File: src/rtl/sram_ctrl_pkg.sv
`timescale 1ns/1ps
package sram_ctrl_pkg;

  typedef enum logic [2:0] {
    ST_IDLE,
    ST_TURN,
    ST_WRITE,
    ST_WREC,
    ST_READ
  } state_e;

  // RAM minimums in ps
  localparam int unsigned T_WPULSE_PS = 8000;
  localparam int unsigned T_WCYCLE_PS = 10000;
  localparam int unsigned T_DSETUP_PS = 6000;
  localparam int unsigned T_ASETUP_PS = 7000;
  localparam int unsigned T_RCYCLE_PS = 10000;
  localparam int unsigned T_ADATA_PS  = 10000;
  localparam int unsigned T_OEDATA_PS = 4000;
  localparam int unsigned T_BEDATA_PS = 5000;
  localparam int unsigned T_RELEASE_PS = 5000;

  function automatic int unsigned max3(int unsigned a, int unsigned b, int unsigned c);
    int unsigned m;
    m = (a > b) ? a : b;
    return (m > c) ? m : c;
  endfunction

endpackage

File: src/rtl/sram_ctrl_cnt.sv
`timescale 1ns/1ps
module sram_ctrl_cnt #(
  parameter int unsigned CW = 2
) (
  input  logic          clk_i,
  input  logic          rst_ni,
  input  logic          load_i,
  input  logic [CW-1:0] val_i,
  output logic          zero_o
);

  logic [CW-1:0] cnt_q;

  always_ff @(posedge clk_i or negedge rst_ni) begin
    if (!rst_ni)               cnt_q <= '0;
    else if (load_i)           cnt_q <= val_i;
    else if (cnt_q != '0)      cnt_q <= cnt_q - 1'b1;
  end

  assign zero_o = (cnt_q == '0);

endmodule

File: src/rtl/sram_ctrl_rcap.sv
`timescale 1ns/1ps
module sram_ctrl_rcap #(
  parameter int unsigned LANES = 2
) (
  input  logic               clk_i,
  input  logic               rst_ni,
  input  logic               cap_i,
  input  logic [LANES-1:0]   lane_en_i,
  input  logic [LANES*8-1:0] dq_i,
  output logic [LANES*8-1:0] rdata_o,
  output logic               rvalid_o
);

  for (genvar l = 0; l < LANES; l++) begin : g_lane
    logic [7:0] lane_q;
    always_ff @(posedge clk_i or negedge rst_ni) begin
      if (!rst_ni)    lane_q <= 8'h00;
      else if (cap_i) lane_q <= lane_en_i[l] ? dq_i[l*8 +: 8] : 8'h00;
    end
    assign rdata_o[l*8 +: 8] = lane_q;
  end

  always_ff @(posedge clk_i or negedge rst_ni) begin
    if (!rst_ni) rvalid_o <= 1'b0;
    else         rvalid_o <= cap_i;
  end

endmodule

File: src/rtl/sram_ctrl_seq.sv
`timescale 1ns/1ps
module sram_ctrl_seq
  import sram_ctrl_pkg::*;
#(
  parameter int unsigned AW     = 18,
  parameter int unsigned DW     = 16,
  parameter int unsigned LANES  = 2,
  parameter int unsigned CW     = 2,
  parameter int unsigned WR_CYC = 2,
  parameter int unsigned RD_CYC = 3,
  parameter int unsigned TA_CYC = 2
) (
  input  logic             clk_i,
  input  logic             rst_ni,
  input  logic             req_valid_i,
  input  logic             req_write_i,
  input  logic [AW-1:0]    req_addr_i,
  input  logic [LANES-1:0] req_mask_i,
  input  logic [DW-1:0]    req_wdata_i,
  output logic             req_ready_o,
  input  logic             cnt_zero_i,
  output logic             cnt_load_o,
  output logic [CW-1:0]    cnt_val_o,
  output logic             cap_o,
  output logic [LANES-1:0] lane_en_o,
  output logic [AW-1:0]    ram_addr_o,
  output logic             ram_ce_n_o,
  output logic             ram_we_n_o,
  output logic             ram_oe_n_o,
  output logic [LANES-1:0] ram_be_n_o,
  output logic [DW-1:0]    ram_dq_o,
  output logic             ram_dq_oe_o
);

  state_e           state_q, state_d;
  logic             accept;
  logic             last_rd_q;
  logic [LANES-1:0] mask_q, mask_d;
  logic             sel_d;

  always_comb begin
    state_d    = state_q;
    accept     = 1'b0;
    cnt_load_o = 1'b0;
    cnt_val_o  = '0;
    cap_o      = 1'b0;
    unique case (state_q)
      ST_IDLE: begin
        if (req_valid_i) begin
          accept     = 1'b1;
          cnt_load_o = 1'b1;
          if (!req_write_i) begin
            state_d   = ST_READ;
            cnt_val_o = CW'(RD_CYC - 1);
          end else if (last_rd_q) begin
            // bus release after output strobe
            state_d   = ST_TURN;
            cnt_val_o = CW'(TA_CYC - 1);
          end else begin
            state_d   = ST_WRITE;
            cnt_val_o = CW'(WR_CYC - 1);
          end
        end
      end
      ST_TURN: begin
        if (cnt_zero_i) begin
          state_d    = ST_WRITE;
          cnt_load_o = 1'b1;
          cnt_val_o  = CW'(WR_CYC - 1);
        end
      end
      ST_WRITE: if (cnt_zero_i) state_d = ST_WREC;
      ST_WREC:  state_d = ST_IDLE;
      ST_READ: begin
        if (cnt_zero_i) begin
          state_d = ST_IDLE;
          cap_o   = 1'b1;
        end
      end
      default: state_d = ST_IDLE;
    endcase
  end

  assign mask_d = accept ? req_mask_i : mask_q;
  assign sel_d  = (state_d == ST_WRITE) || (state_d == ST_READ);

  always_ff @(posedge clk_i or negedge rst_ni) begin
    if (!rst_ni) begin
      state_q     <= ST_IDLE;
      last_rd_q   <= 1'b0;
      mask_q      <= '0;
      ram_addr_o  <= '0;
      ram_dq_o    <= '0;
      ram_ce_n_o  <= 1'b1;
      ram_we_n_o  <= 1'b1;
      ram_oe_n_o  <= 1'b1;
      ram_be_n_o  <= '1;
      ram_dq_oe_o <= 1'b0;
    end else begin
      state_q <= state_d;
      mask_q  <= mask_d;
      if (accept) begin
        last_rd_q  <= !req_write_i;
        ram_addr_o <= req_addr_i;
        ram_dq_o   <= req_wdata_i;
      end
      ram_ce_n_o  <= !sel_d;
      ram_we_n_o  <= !(state_d == ST_WRITE);
      ram_oe_n_o  <= !(state_d == ST_READ);
      ram_be_n_o  <= sel_d ? ~mask_d : '1;
      ram_dq_oe_o <= (state_d == ST_WRITE) || (state_d == ST_WREC);
    end
  end

  assign req_ready_o = (state_q == ST_IDLE);
  assign lane_en_o   = mask_q;

endmodule

File: src/rtl/sram_ctrl.sv
`timescale 1ns/1ps
module sram_ctrl
  import sram_ctrl_pkg::*;
#(
  parameter int unsigned ADDR_W = 18,
  parameter int unsigned DATA_W = 16,
  parameter int unsigned CLK_PS = 4000,
  parameter int unsigned WR_CYC = 2,
  parameter int unsigned RD_CYC = 3,
  parameter int unsigned TA_CYC = 2
) (
  input  logic                clk_i,
  input  logic                rst_ni,
  input  logic                req_valid_i,
  output logic                req_ready_o,
  input  logic                req_write_i,
  input  logic [ADDR_W-1:0]   req_addr_i,
  input  logic [DATA_W/8-1:0] req_mask_i,
  input  logic [DATA_W-1:0]   req_wdata_i,
  output logic                rsp_valid_o,
  output logic [DATA_W-1:0]   rsp_rdata_o,
  output logic [ADDR_W-1:0]   ram_addr_o,
  output logic                ram_ce_n_o,
  output logic                ram_we_n_o,
  output logic                ram_oe_n_o,
  output logic [DATA_W/8-1:0] ram_be_n_o,
  output logic [DATA_W-1:0]   ram_dq_o,
  output logic                ram_dq_oe_o,
  input  logic [DATA_W-1:0]   ram_dq_i
);

  localparam int unsigned LANES   = DATA_W / 8;
  localparam int unsigned CNT_TOP = max3(WR_CYC, RD_CYC, TA_CYC);
  localparam int unsigned CW      = (CNT_TOP < 2) ? 1 : $clog2(CNT_TOP);

  // elaboration-time timing checks
  if (DATA_W % 8 != 0) begin : g_bad_dw
    $error("DATA_W must be a multiple of 8");
  end
  if (WR_CYC < 1 || RD_CYC < 1 || TA_CYC < 1) begin : g_bad_zero
    $error("cycle counts must be at least 1");
  end
  if (WR_CYC * CLK_PS < max3(T_WPULSE_PS, T_DSETUP_PS, T_ASETUP_PS)) begin : g_bad_wr
    $error("WR_CYC too short for write pulse, data or address setup");
  end
  if ((WR_CYC + 1) * CLK_PS < T_WCYCLE_PS) begin : g_bad_wc
    $error("write cycle too short");
  end
  if (RD_CYC * CLK_PS < max3(T_RCYCLE_PS, T_ADATA_PS, max3(T_OEDATA_PS, T_BEDATA_PS, 0))) begin : g_bad_rd
    $error("RD_CYC too short for read access");
  end
  if ((TA_CYC + 1) * CLK_PS < T_RELEASE_PS) begin : g_bad_ta
    $error("TA_CYC too short for bus release");
  end

  logic             cnt_load, cnt_zero, cap;
  logic [CW-1:0]    cnt_val;
  logic [LANES-1:0] lane_en;

  sram_ctrl_seq #(
    .AW(ADDR_W), .DW(DATA_W), .LANES(LANES), .CW(CW),
    .WR_CYC(WR_CYC), .RD_CYC(RD_CYC), .TA_CYC(TA_CYC)
  ) u_seq (
    .clk_i       (clk_i),
    .rst_ni      (rst_ni),
    .req_valid_i (req_valid_i),
    .req_write_i (req_write_i),
    .req_addr_i  (req_addr_i),
    .req_mask_i  (req_mask_i),
    .req_wdata_i (req_wdata_i),
    .req_ready_o (req_ready_o),
    .cnt_zero_i  (cnt_zero),
    .cnt_load_o  (cnt_load),
    .cnt_val_o   (cnt_val),
    .cap_o       (cap),
    .lane_en_o   (lane_en),
    .ram_addr_o  (ram_addr_o),
    .ram_ce_n_o  (ram_ce_n_o),
    .ram_we_n_o  (ram_we_n_o),
    .ram_oe_n_o  (ram_oe_n_o),
    .ram_be_n_o  (ram_be_n_o),
    .ram_dq_o    (ram_dq_o),
    .ram_dq_oe_o (ram_dq_oe_o)
  );

  sram_ctrl_cnt #(.CW(CW)) u_cnt (
    .clk_i  (clk_i),
    .rst_ni (rst_ni),
    .load_i (cnt_load),
    .val_i  (cnt_val),
    .zero_o (cnt_zero)
  );

  sram_ctrl_rcap #(.LANES(LANES)) u_rcap (
    .clk_i     (clk_i),
    .rst_ni    (rst_ni),
    .cap_i     (cap),
    .lane_en_i (lane_en),
    .dq_i      (ram_dq_i),
    .rdata_o   (rsp_rdata_o),
    .rvalid_o  (rsp_valid_o)
  );

endmodule

File: config.mk
export PLATFORM = sky130hd
export DESIGN_NAME = sram_ctrl
export DESIGN_NICKNAME = d
export VERILOG_FILES = /design/src/rtl/sram_ctrl_pkg.sv /design/src/rtl/sram_ctrl_cnt.sv /design/src/rtl/sram_ctrl_rcap.sv /design/src/rtl/sram_ctrl_seq.sv /design/src/rtl/sram_ctrl.sv
export SDC_FILE = /design/constraint.sdc
export NUM_CORES = 1
export LEC_CHECK = 0
export ABC_AREA = 1
export BUFFER_PORTS_ARGS = -buffer_cell sky130_fd_sc_hd__buf_4
export CAP_MARGIN = 0
export CORE_MARGIN = 2
export CORE_UTILIZATION = 50
export CTS_CLUSTER_SIZE = 28
export DETAILED_ROUTE_END_ITERATION = 8
export GPL_TIMING_DRIVEN = 0
export PLACE_DENSITY = 0.95
export SLEW_MARGIN = 20
export SYNTH_ARGS = -nofsm -noshare
export SYNTH_HDL_FRONTEND = slang
export SYNTH_SLANG_ARGS = --single-unit
File: constraint.sdc
create_clock -name clk_i -period 3.07 [get_ports clk_i]
set_input_delay 0.307 -clock clk_i [delete_from_list [all_inputs] [get_ports clk_i]]
set_output_delay 0.307 -clock clk_i [all_outputs]
set_load 0.02 [all_outputs]
==> impl_summary.txt, run 1 <==
----------------------------------------------------
[Run status]
  Outcome ... completed

[Place]
  Detailed placement HPWL ... 4.563 mm
  Number of I/O port buffers ... 113
  Final estimated routing congestion in global placement ... roughly 0.82
  Area of placed instances ... 3555 µm²
  Number of placed cells counting well taps ... 472

[GRT]
  Total track usage ... 22.70%
  Global-route wire length before repair ... 10.61 mm
  Largest net degree at the start of global routing ... 66
  Global route overflow ... 0
  Vias in the first global route ... 2,274
  Antenna violations before repair ... 0

[CTS]
  Worst skew pair latency ... 320 ps
  Sink Count ... 65
  CTS tree ... yes
  CTS max path bufs ... 2
  Post-CTS setup buffer count ... 0
  Inserted Clock Buffers ... 9
  H-tree depth ... 3
  Buffer type at the clock tree root ... sky130_fd_sc_hd__clkbuf_8
  # hold bufs at CTS ... 0
  Number of gates resized after cts ... 0
  Clock transition at path regs ... 70 ps

[Synth]
  Post-Syn Area per Cell ... approximately 9 µm²
  Mapped cell area ... roughly 2600 µm²
  Most used flip-flop cell after synthesis ... sky130_fd_sc_hd__dfrtp_1
  Share of the yosys chip area belonging to registers ... 62.35%
  Number of flops mapped to enable cells by yosys ... 0
  Count of mapped cells out of synthesis ... 289
  Total of flip-flops plus latches after synthesis ... 65
  Commonest cells in the netlist ... sky130_fd_sc_hd__nand2_1, sky130_fd_sc_hd__dfrtp_1, sky130_fd_sc_hd__nand3_1
  Most common cell in the synthesized netlist ... sky130_fd_sc_hd__nand2_1
  Synth unique cells ... 22
  Most area-hungry cell type in the Yosys netlist ... sky130_fd_sc_hd__dfrtp_1
  Number of warning messages in the yosys log ... 0
  Net count after synthesis ... 346
  Async S/R FF share, synth ... 100.0%
  Largest cells by area after synthesis ... sky130_fd_sc_hd__dfrtp_1, sky130_fd_sc_hd__nand2_1, sky130_fd_sc_hd__dfstp_2
  Share of the synthesized area in the top cell type ... 57.33%

[Floorplan]
  Starting utilization of the core area ... 51.60%
  Vertical die dimension ... 76.37 µm
  Die Wd ... 76.37 µm
  Die outline area ... 5832 µm²
  Area of the core ... 5075 µm²
  IO Count ... 114
  Placement row count ... 26

[Power]
  Ratio of total power to cell area ... 1105 nW/µm²
  Maximum vdd ir drop ... 0.5742 mV
  Leak ... between 2 and 2.5 nW

[Timing]
  Portion of the clock cycle consumed by the worst path in the final layout ... 51.33%
  Total count of hold-check failures in the final report ... 0
  Final slew viol count ... 0
  Max-slew headroom at the worst pin ... 47.93%
  Max Clk Rate ... 634.6 MHz
  Tmin final ... 1576 ps
  # setup viols final ... 0
  Actual transition at the worst max-transition pin ... 781.1 ps
  Clock Skews ... 5.238 ps
  Unrepaired setup endpoints after global routing ... no
  Setup TNS ... 0 ps

[Worst setup path]
  Critical path required time ... 3330 ps
  Endpoint of the worst-slack reg-to-reg timing path ... u_rcap.g_lane[1].lane_q[6]
  Capturing element type of the critical path ... flip-flop
  Worst R2R Path Depth ... 7
  Worst setup path startpoint ... u_cnt.cnt_q[0]
  Startpoint type of the worst setup path ... flip-flop
  Reg-to-reg slack, setup ... 1490 ps
  Crit-path max FO ... 10
  Path type of the worst setup path ... reg -> reg
  Worst reg2reg path startpoint ... u_cnt.cnt_q[0]
  Crit path DAT ... 1830 ps

[Layout]
  Post-route non-filler standard cell count ... 488
  Share of final-layout standard cells stronger than drive strength 1 ... 36.12%
  Finished Core Util ... 74.14%
  Number of diodes added for antenna fixing ... 0
  Final cell area excluding filler cells ... 3762 µm²
  Number of nets in the final layout ... 470
  Fill count ... 375
  Layout area overhead ... 43.67%

[Detailed routing]
  Starting DRC count in detailed routing ... 129
  Remaining antenna violation count ... 0
  Routed WL ... 6.311 mm
  Routed wire length per instance ... 12.93 µm
  Via count ... 2,385
  DRC ... 0
  1st-pass router iterations ... 4
  Average via count per standard cell ... 4.887

[Run]
  Count of maximum capacitance violations ... 0

[Min path]
  Type of the worst min-delay path ... in -> async

----------------------------------------------------
sequential cells by signal, indices dropped and copies added, names as in the netlist:
register and flops:
u_rcap.g_lane.lane_q 16, u_seq.ram_dq_o 16, u_seq.ram_addr_o 18, u_seq.ram_dq_oe_o 1, u_seq.ram_oe_n_o 1, u_seq.ram_ce_n_o 1
u_seq.ram_be_n_o 2, u_rcap.rvalid_o 1, u_seq.lane_en_o 2, u_cnt.cnt_q 2, u_seq.ram_we_n_o 1, u_seq.state_q 3
u_seq.last_rd_q 1
through the flow:
step	setup slack (ps)	hold WS, ps	power (mW)
after floorplan	1745	11.41	2.597
after global placement	1576	438.6	3.342
after detailed placement	1516	443.1	3.429
after CTS	1487	87.23	4.187
after global routing	1388	132.9	4.442
final	1494	71.62	4.159
routing by layer:
layer  global-route usage (%)  share of wire, %  vias to the layer above
li1                         -                 -                     1148
met1                    28.99                42                     1131
met2                    39.20                52                      100
met3                    4.502               5.9                        6
met4                    7.091              0.65                        0
met5                        0                 0                        -
worst max path at each step:
stage                                 end  slack (ps)  depth (start not counted)
5_1_grt        u_rcap.g_lane[1].lane_q[1]        1390                          8
6_report       u_rcap.g_lane[1].lane_q[6]        1490                          7
3_3_place_gp   u_rcap.g_lane[0].lane_q[5]        1580                          7
4_1_cts        u_rcap.g_lane[1].lane_q[6]        1490                          7
2_1_floorplan  u_rcap.g_lane[0].lane_q[5]        1750                          7
3_5_place_dp   u_rcap.g_lane[1].lane_q[0]        1520                          7
where the power goes:
part           internal, mW  switching [mW]
clock network         0.442           0.301
logic                 0.770            1.19
registers              1.25           0.199
layout make-up:
cell class	instances	area (µm²)	share of cell area [%]
multi-input cells	195	827.0	21.98
inverters	16	65.06	1.729
repair buffers	113	848.3	22.55
clock buffers	14	172.7	4.589
plain buffers	13	93.84	2.494
clock inverters	2	35.03	0.9312
flip-flops and latches	65	1633	43.40
well taps	70	87.58	2.328
critical path: stages (launching register included):
cell and delay [ps]:
sky130_fd_sc_hd__dfrtp_1 350, sky130_fd_sc_hd__inv_1 60, sky130_fd_sc_hd__ha_1 180, sky130_fd_sc_hd__buf_2 170, sky130_fd_sc_hd__inv_2 160, sky130_fd_sc_hd__buf_1 340
sky130_fd_sc_hd__o21ai_0 170, sky130_fd_sc_hd__nand2_1 80
cell usage in the layout, fill, tap and decap left out, drive strengths merged, types with 2 or more instances in the layout:
| cell type | n |
|---|---|
| buf | 124 |
| nand2 | 147 |
| nand3 | 23 |
| inv | 15 |
| clkbuf | 16 |
| o21ai | 19 |
| clkinv | 2 |
| dfrtp | 60 |
| dfstp | 5 |
| nor2 | 4 |
kinds of logic (layout without fill, tap and decap cells):
kind of cell / after synthesis / after routing / synth area share, %
buffers and inverters: 29 / 158 / 6.067
adders and majority gates: 1 / 1 / 0.4777
and+or+nand+nor: 175 / 175 / 27.33
DFF: 65 / 65 / 62.35
AOI/OAI and AO/OA: 19 / 19 / 3.775
(Power assumes the default switching activity.)
==> run 2: changes to the inputs <==
--- a/config.mk
+++ b/config.mk
@@ -9,11 +9,11 @@
 export BUFFER_PORTS_ARGS = -buffer_cell sky130_fd_sc_hd__buf_4
 export CAP_MARGIN = 0
 export CORE_MARGIN = 2
-export CORE_UTILIZATION = 50
+export CORE_UTILIZATION = 47
 export CTS_CLUSTER_SIZE = 28
 export DETAILED_ROUTE_END_ITERATION = 8
 export GPL_TIMING_DRIVEN = 0
-export PLACE_DENSITY = 0.95
+export PLACE_DENSITY = 0.91
 export SLEW_MARGIN = 20
 export SYNTH_ARGS = -nofsm -noshare
 export SYNTH_HDL_FRONTEND = slang
==> constraint.sdc (replaced) <==
create_clock -name clk_i -period 1.55 [get_ports clk_i]
set_input_delay 0.155 -clock clk_i [delete_from_list [all_inputs] [get_ports clk_i]]
set_output_delay 0.155 -clock clk_i [all_outputs]
set_load 0.02 [all_outputs]
==> run 2 against run 1 <==
Critical path depth rose by 1. Cell count rose by 0.20%. Non-clock buffer count rose by 1. Wire length barely moved. Worst setup slack got worse by 1400 ps. Critical endpoint is now u_rcap.g_lane[0].lane_q[6]. Clock-buffer cell count fell by 1. First-iteration DRC count fell by 12%. Clock power rose by 51%.
==> impl_summary.txt, run 2 (synthesis results as in run 1) <==
----------------------------------------------------
[Run status]
  Outcome ... completed

[Detailed routing]
  Remaining antenna violation count ... 0
  Routed WL ... 6.305 mm
  DRC ... 0
  Starting DRC count in detailed routing ... 113
  Via count ... approximately 2,300
  Average via count per standard cell ... 4.796
  1st-pass router iterations ... 4
  Routed wire length per instance ... approximately 13 µm

[Power]
  Total Power Consumption ... 7.944 mW
  Share of total power in sequential cells ... 36.3%
  Maximum vdd ir drop ... 1.077 mV
  Fraction of power spent switching nets ... 41.91%
  Combinational share of power ... 49.6%
  Part of the total power dissipated in the clock network ... 14.1%
  Int Pwr ... 4.615 mW
  Psw ... about 3.3 mW
  Leak ... around 2.1 nW
  Ratio of total power to cell area ... between 2000 and 2500 nW/µm²

[Layout]
  Registers with the most flip-flops ... u_seq.ram_addr_o: 18 flops, u_rcap.g_lane.lane_q: 16 flops, u_seq.ram_dq_o: 16 flops
  Fill count ... about 430
  Layout area overhead ... 42.67%
  Share of final-layout standard cells stronger than drive strength 1 ... between 30% and 40%
  Highest-count cells in the layout ignoring fill and taps ... sky130_fd_sc_hd__nand2_1, sky130_fd_sc_hd__buf_4, sky130_fd_sc_hd__dfrtp_1
  Number of diodes added for antenna fixing ... 0
  Max reg flops ... 18
  Number of nets in the final layout ... 471
  Most common cell after layout, fill and taps aside ... sky130_fd_sc_hd__nand2_1
  Largest register by flop count ... u_seq.ram_addr_o

[Worst setup path]
  Startpoint type of the worst setup path ... flip-flop
  Cell chain of the critical path ... inv_1 > ha_1 > buf_6 > inv_6 > nor2_4 > buf_4 > nand3_1 > nand2_1
  Crit path buffers/inverters ... 4
  Path type of the worst setup path ... reg -> reg
  Crit path DAT ... 1700 ps
  Path length in cells of the critical path ... 8
  Capturing element type of the critical path ... flip-flop
  Largest stage delay on the critical path ... just under 400 ps
  Critical path required time ... 1820 ps
  Worst R2R Path Depth ... 8
  Crit-path max FO ... 10
  Critical path's top delay family ... buffers and inverters
  Worst path slowest cell ... sky130_fd_sc_hd__dfrtp_1

[Min path]
  Cell depth of the worst hold path ... 3
  Type of the worst min-delay path ... in -> reg

[Floorplan]
  Die outline area ... 6185 µm²
  IO Count ... around 110
  Starting utilization of the core area ... 48.15%
  Die Wd ... 78.65 µm
  Placement row count ... 27
  Area of the core ... around 5400 µm²
  Vertical die dimension ... 78.65 µm

[CTS]
  CTS max path bufs ... 2
  H-tree depth ... 3
  Worst skew pair latency ... 320 ps
  Inserted Clock Buffers ... 9
  Clock transition at path regs ... about 70 ps
  Sink Count ... between 60 and 70
  CTS tree ... yes
  Buffer type at the clock tree root ... sky130_fd_sc_hd__clkbuf_8

[GRT]
  Global-route wire length before repair ... 10.43 mm
  Antenna violations before repair ... 0
  Met1 Resource Use GR ... 27.47%
  Busiest grt layer ... met2
  Vias in the first global route ... 2,300
  Largest net degree at the start of global routing ... 66
  Met2 global-route usage ... 35.38%
  Grt met3 use ... ~5.1%
  Global route overflow ... 0
  Total track usage ... between 20% and 30%

[Place]
  Number of I/O port buffers ... about 110
  Pre-CTS setup slack ... 15.85 ps
  Final estimated routing congestion in global placement ... 0.7410
  Detailed placement HPWL ... 4.529 mm

[Timing]
  Clock Skews ... 7.707 ps
  Final worst setup slack ... ~120 ps
  # setup viols final ... 0
  Max Clk Rate ... 698.9 MHz
  Final slew viol count ... 0
  Max-slew headroom at the worst pin ... 46.32%
  Portion of the clock cycle consumed by the worst path in the final layout ... between 90 and 100%
  Actual transition at the worst max-transition pin ... 805.2 ps
  Tmin final ... 1431 ps
  Total count of hold-check failures in the final report ... 0

[Run]
  Count of maximum capacitance violations ... 0

----------------------------------------------------
-- run 2: final timing paths --
path | from | to | slack [ps]
min in group asynchronous | rst_ni | u_seq.ram_dq_o[12] | 470
min reg2reg | u_seq.ram_dq_o[0] | u_seq.ram_dq_o[0] | 480
max | u_cnt.cnt_q[0] | u_rcap.g_lane[0].lane_q[6] | 120
max reg2reg | u_cnt.cnt_q[0] | u_rcap.g_lane[0].lane_q[6] | 120
max in group asynchronous | rst_ni | u_seq.ram_addr_o[2] | 540
min | req_wdata_i[14] | u_seq.ram_dq_o[14] | 30
-- run 2: final cells by class --
class / instances / area [µm²] / share of cell area, %
sequential: 65 / 1633 / 43.70
timing repair buffer: 114 / 858.3 / 22.97
multi-input combinational: 195 / 839.6 / 22.47
clock buffer: 13 / 138.9 / 3.717
buffer: 13 / 101.3 / 2.713
tap: 72 / 90.09 / 2.411
inverter: 16 / 70.07 / 1.875
clock inverter: 1 / 5.005 / 0.1340
-- run 2: per-layer routing --
layer / up-vias / wire, µm
met5: - / 0
met4: 0 / 142
met3: 17 / 364
met2: 82 / 3176
met1: 1102 / 2621
li1: 1144 / -
-- run 2: through the flow --
stage               setup TNS, ps  std cells  utilization, %  instance area [µm²]  hold slack, ps
finish                          0        489           68.69                 3736           25.77
global route               -2.686        489           68.69                 3736           13.82
CTS                             0        489           68.25                 3712           9.899
detailed placement              0        474           65.40                 3557           303.2
global placement                0        474           65.40                 3557           286.2
floorplan                       0        289               -                 2619          -140.6
-- run 2: repair_timing --
item,4_1_cts,5_1_grt
setup endpoints to repair,6,12
pin swaps,0,2
hold buffers,1,0
resized for setup,1,9
setup buffers,0,0
hold endpoints to repair,60,0
cloned,0,0
-- run 2: worst register-to-register path: stages (launching register included) --
cell	delay, ps
sky130_fd_sc_hd__dfrtp_1	390
sky130_fd_sc_hd__inv_1	90
sky130_fd_sc_hd__ha_1	170
sky130_fd_sc_hd__buf_6	150
sky130_fd_sc_hd__inv_6	60
sky130_fd_sc_hd__nor2_4	170
sky130_fd_sc_hd__buf_4	200
sky130_fd_sc_hd__nand3_1	80
sky130_fd_sc_hd__nand2_1	80
-- run 2: power groups by stage --
| stage | combinational [mW] | sequential, mW | clock (mW) |
|---|---|---|---|
| after floorplan | 1.48 | 3.67 | 0 |
| after global placement | 3.75 | 2.87 | 0 |
| after detailed placement | 3.88 | 2.89 | 0 |
| after CTS | 3.91 | 2.87 | 1.16 |
| after global routing | 4.34 | 2.97 | 1.25 |
| final | 3.94 | 2.88 | 1.12 |
==> run 3: changes to the inputs <==
--- a/config.mk
+++ b/config.mk
@@ -17,4 +17,5 @@
 export SLEW_MARGIN = 20
 export SYNTH_ARGS = -nofsm -noshare
 export SYNTH_HDL_FRONTEND = slang
+export SYNTH_HIERARCHICAL = 1
 export SYNTH_SLANG_ARGS = --single-unit
==> run 3 against run 2 <==
The run now ends with negative setup slack left. Worst hold slack gained 22 ps. Non-clock buffer count up 20. Final area is 10% higher. Register-to-register slack got worse by 140 ps. Synthesized cell count rose by 1.4%. Combinational power rose by 20%. Sequential cell count unchanged. Global-route usage increased by 0.89 points. Sequential share of layout area is 4.1 points lower. Worst setup slack got worse by 140 ps. Largest cell class unchanged.
==> impl_summary.txt, run 3 <==
----------------------------------------------------
[CTS]
  CTS max path bufs ... 2
  Buffer type at the clock tree root ... sky130_fd_sc_hd__clkbuf_8
  Inserted Clock Buffers ... 9
  Clock transition at path regs ... 70 ps
  CTS tree ... yes
  Worst skew pair latency ... 320 ps
  Sink Count ... 65
  H-tree depth ... 3

[Min path]
  Hold endpoint ... u_rcap/g_lane[0].lane_q[6]
  Cell depth of the worst hold path ... 3
  Type of the worst min-delay path ... in -> reg
  Hold Path Origin ... ram_dq_i[6]

[Worst setup path]
  Crit path DAT ... 1830 ps
  Capturing element type of the critical path ... flip-flop
  Worst path slowest cell ... sky130_fd_sc_hd__dfrtp_1
  Worst R2R Path Depth ... 8
  Crit path buffers/inverters ... 4
  Critical path's top delay family ... simple AND/OR/NAND/NOR gates
  Path type of the worst setup path ... reg -> reg
  Reg-to-reg slack, setup ... -20 ps
  Largest stage delay on the critical path ... 390 ps
  Worst reg2reg path startpoint ... u_cnt/cnt_q[1]
  Crit-path max FO ... 5
  Critical path required time ... 1810 ps
  Endpoint of the worst-slack reg-to-reg timing path ... u_rcap/g_lane[1].lane_q[5]
  Startpoint type of the worst setup path ... flip-flop
  Cell chain of the critical path ... inv_2 > ha_4 > inv_4 > nor4_4 > buf_6 > clkbuf_16 > nand3_1 > nand2_1

[Power]
  Leak ... between 2 and 2.5 nW
  Maximum vdd ir drop ... 1.252 mV
  Ratio of total power to cell area ... 2294 nW/µm²

[Detailed routing]
  DRC ... 0
  Routed WL ... 7.409 mm
  Via count ... 2,598
  Routed wire length per instance ... 14.50 µm
  Starting DRC count in detailed routing ... 230
  Remaining antenna violation count ... 0
  Average via count per standard cell ... about 5.1
  1st-pass router iterations ... 4

[Place]
  Detailed placement HPWL ... 4.845 mm
  Pre-CTS setup slack ... -116.7 ps
  Number of I/O port buffers ... 113
  Final estimated routing congestion in global placement ... 0.8048

[Synth]
  Mapped cell area ... between 2000 and 3000 µm²
  Synth unique cells ... 18
  Most common cell in the synthesized netlist ... sky130_fd_sc_hd__nand2_1
  Commonest cells in the netlist ... sky130_fd_sc_hd__nand2_1, sky130_fd_sc_hd__dfrtp_1, sky130_fd_sc_hd__nand3_1
  Count of mapped cells out of synthesis ... 293
  Share of the yosys chip area belonging to registers ... 60.22%
  Most area-hungry cell type in the Yosys netlist ... sky130_fd_sc_hd__dfrtp_1
  Post-Syn Area per Cell ... 9.254 µm²
  Largest cells by area after synthesis ... sky130_fd_sc_hd__dfrtp_1, sky130_fd_sc_hd__nand2_1, sky130_fd_sc_hd__nand3_1
  Number of warning messages in the yosys log ... 6
  Most used flip-flop cell after synthesis ... sky130_fd_sc_hd__dfrtp_1
  Async S/R FF share, synth ... 100.0%
  Number of flops mapped to enable cells by yosys ... 0
  Net count after synthesis ... 350
  Share of the synthesized area in the top cell type ... 55.38%
  Total of flip-flops plus latches after synthesis ... 65

[Layout]
  Layout area overhead ... 52.19%
  Number of diodes added for antenna fixing ... 0
  Share of final-layout standard cells stronger than drive strength 1 ... 45.10%
  Largest register by flop count ... u_seq/ram_addr_o
  Max reg flops ... 18
  Highest-count cells in the layout ignoring fill and taps ... sky130_fd_sc_hd__buf_4, sky130_fd_sc_hd__nand2_1, sky130_fd_sc_hd__dfrtp_1
  Most common cell after layout, fill and taps aside ... sky130_fd_sc_hd__buf_4
  Registers with the most flip-flops ... u_seq/ram_addr_o: 18 flops, u_rcap/g_lane.lane_q: 16 flops, u_seq/ram_dq_o: 16 flops
  Number of nets in the final layout ... 491

[Floorplan]
  IO Count ... between 100 and 150
  Placement row count ... 27
  Die outline area ... 6392 µm²
  Die Wd ... 79.95 µm
  Area of the core ... 5540 µm²
  Starting utilization of the core area ... approximately half
  Vertical die dimension ... roughly 80 µm

[Timing]
  Final worst setup slack ... -16.84 ps
  Total count of hold-check failures in the final report ... 0
  Portion of the clock cycle consumed by the worst path in the final layout ... 101.1%
  Actual transition at the worst max-transition pin ... 790.9 ps
  Max Clk Rate ... 638.2 MHz
  Max-slew headroom at the worst pin ... 47.28%
  Hold Slack ... 48.04 ps
  Final slew viol count ... 0
  # setup viols final ... 1
  Clock Skews ... 6.879 ps
  Tmin final ... ~1600 ps
  Unrepaired setup endpoints after global routing ... yes

[Run]
  Count of maximum capacitance violations ... 0

[GRT]
  Vias in the first global route ... roughly 2,500
  Global-route wire length before repair ... 11.07 mm
  Antenna violations before repair ... 0
  Largest net degree at the start of global routing ... 66
  Global route overflow ... 0
  Total track usage ... 22.71%

[Run status]
  Violated checks ... negative setup slack
  Outcome ... complete, but fails checks

----------------------------------------------------
-- run 3: routing by layer --
metal  global-route usage, %  up-vias  wire length [µm]
met5                       0        -                 0
met4                   9.322        0               104
met3                   5.090       10               565
met2                   40.17      135              3877
met1                   26.48     1244              2861
li1                        -     1209                 -
-- run 3: per-stage QoR --
stage / std cells / cell area (µm²) / setup TNS, ps / utilization [%] / total power [mW]
5_1_grt: 511 / 4126 / -638.9 / 74.48 / 10.02
4_1_cts: 502 / 3990 / 0 / 72.02 / 9.115
6_report: 511 / 4126 / -16.84 / 74.48 / 9.468
2_1_floorplan: 293 / 2718 / 0 / - / 5.439
3_5_place_dp: 478 / 3656 / -1032 / 65.99 / 7.168
3_3_place_gp: 478 / 3656 / -399.8 / 65.99 / 7.007
-- run 3: kinds of logic (layout without fill, tap and decap cells) --
kind of cell | count (synthesis) | count (layout) | share of synthesized area (%)
flops | 65 | 65 | 60.22
compound gates | 4 | 4 | 0.7380
buf+inv | 30 | 176 | 7.845
fa+ha+maj | 1 | 1 | 0.4614
simple gates | 193 | 193 | 30.73
-- run 3: repair_timing --
item	CTS	global route
hold buffers	1	0
endpoints found under the setup margin	12	15
hold endpoints to repair	60	0
pin swaps	1	13
buffers inserted	7	9
gates cloned	0	1
gates resized for setup	5	19
-- run 3: worst min-delay path, delay by kind of cell --
| family | cells | cell delay, ps |
|---|---|---|
| and+or+nand+nor | 2 | 110 |
| buffers and inverters | 1 | 80 |
-- run 3: final cells by class --
cell class                      instances  area (µm²)
Buffer                                 16       143.9
Clock buffer                           11       141.4
Clock inverter                          5       102.6
Fill cell                             367        1414
Inverter                               13       58.81
Multi-Input combinational cell        198       945.9
Sequential cell                        65        1633
Tap cell                               72       90.09
Timing Repair Buffer                  131        1011
-- run 3: power breakdown --
part,switching [mW],leakage (nW),total (mW),internal (mW)
clock network,0.619,0.120,1.73,1.11
registers,0.471,0.798,2.99,2.52
logic,2.69,1.33,4.74,2.05
-- run 3: worst max path at each step --
stage	endpoint	start	cells past startpoint
floorplan	u_rcap/g_lane[1].lane_q[5]	u_cnt/cnt_q[0]	9
global placement	u_rcap/g_lane[0].lane_q[0]	u_cnt/cnt_q[0]	9
detailed placement	u_rcap/g_lane[1].lane_q[6]	u_cnt/cnt_q[0]	9
CTS	req_ready_o	u_seq/state_q[0]	6
finish	u_rcap/g_lane[1].lane_q[5]	u_cnt/cnt_q[1]	8
global route	u_rcap/g_lane[1].lane_q[5]	u_cnt/cnt_q[0]	8
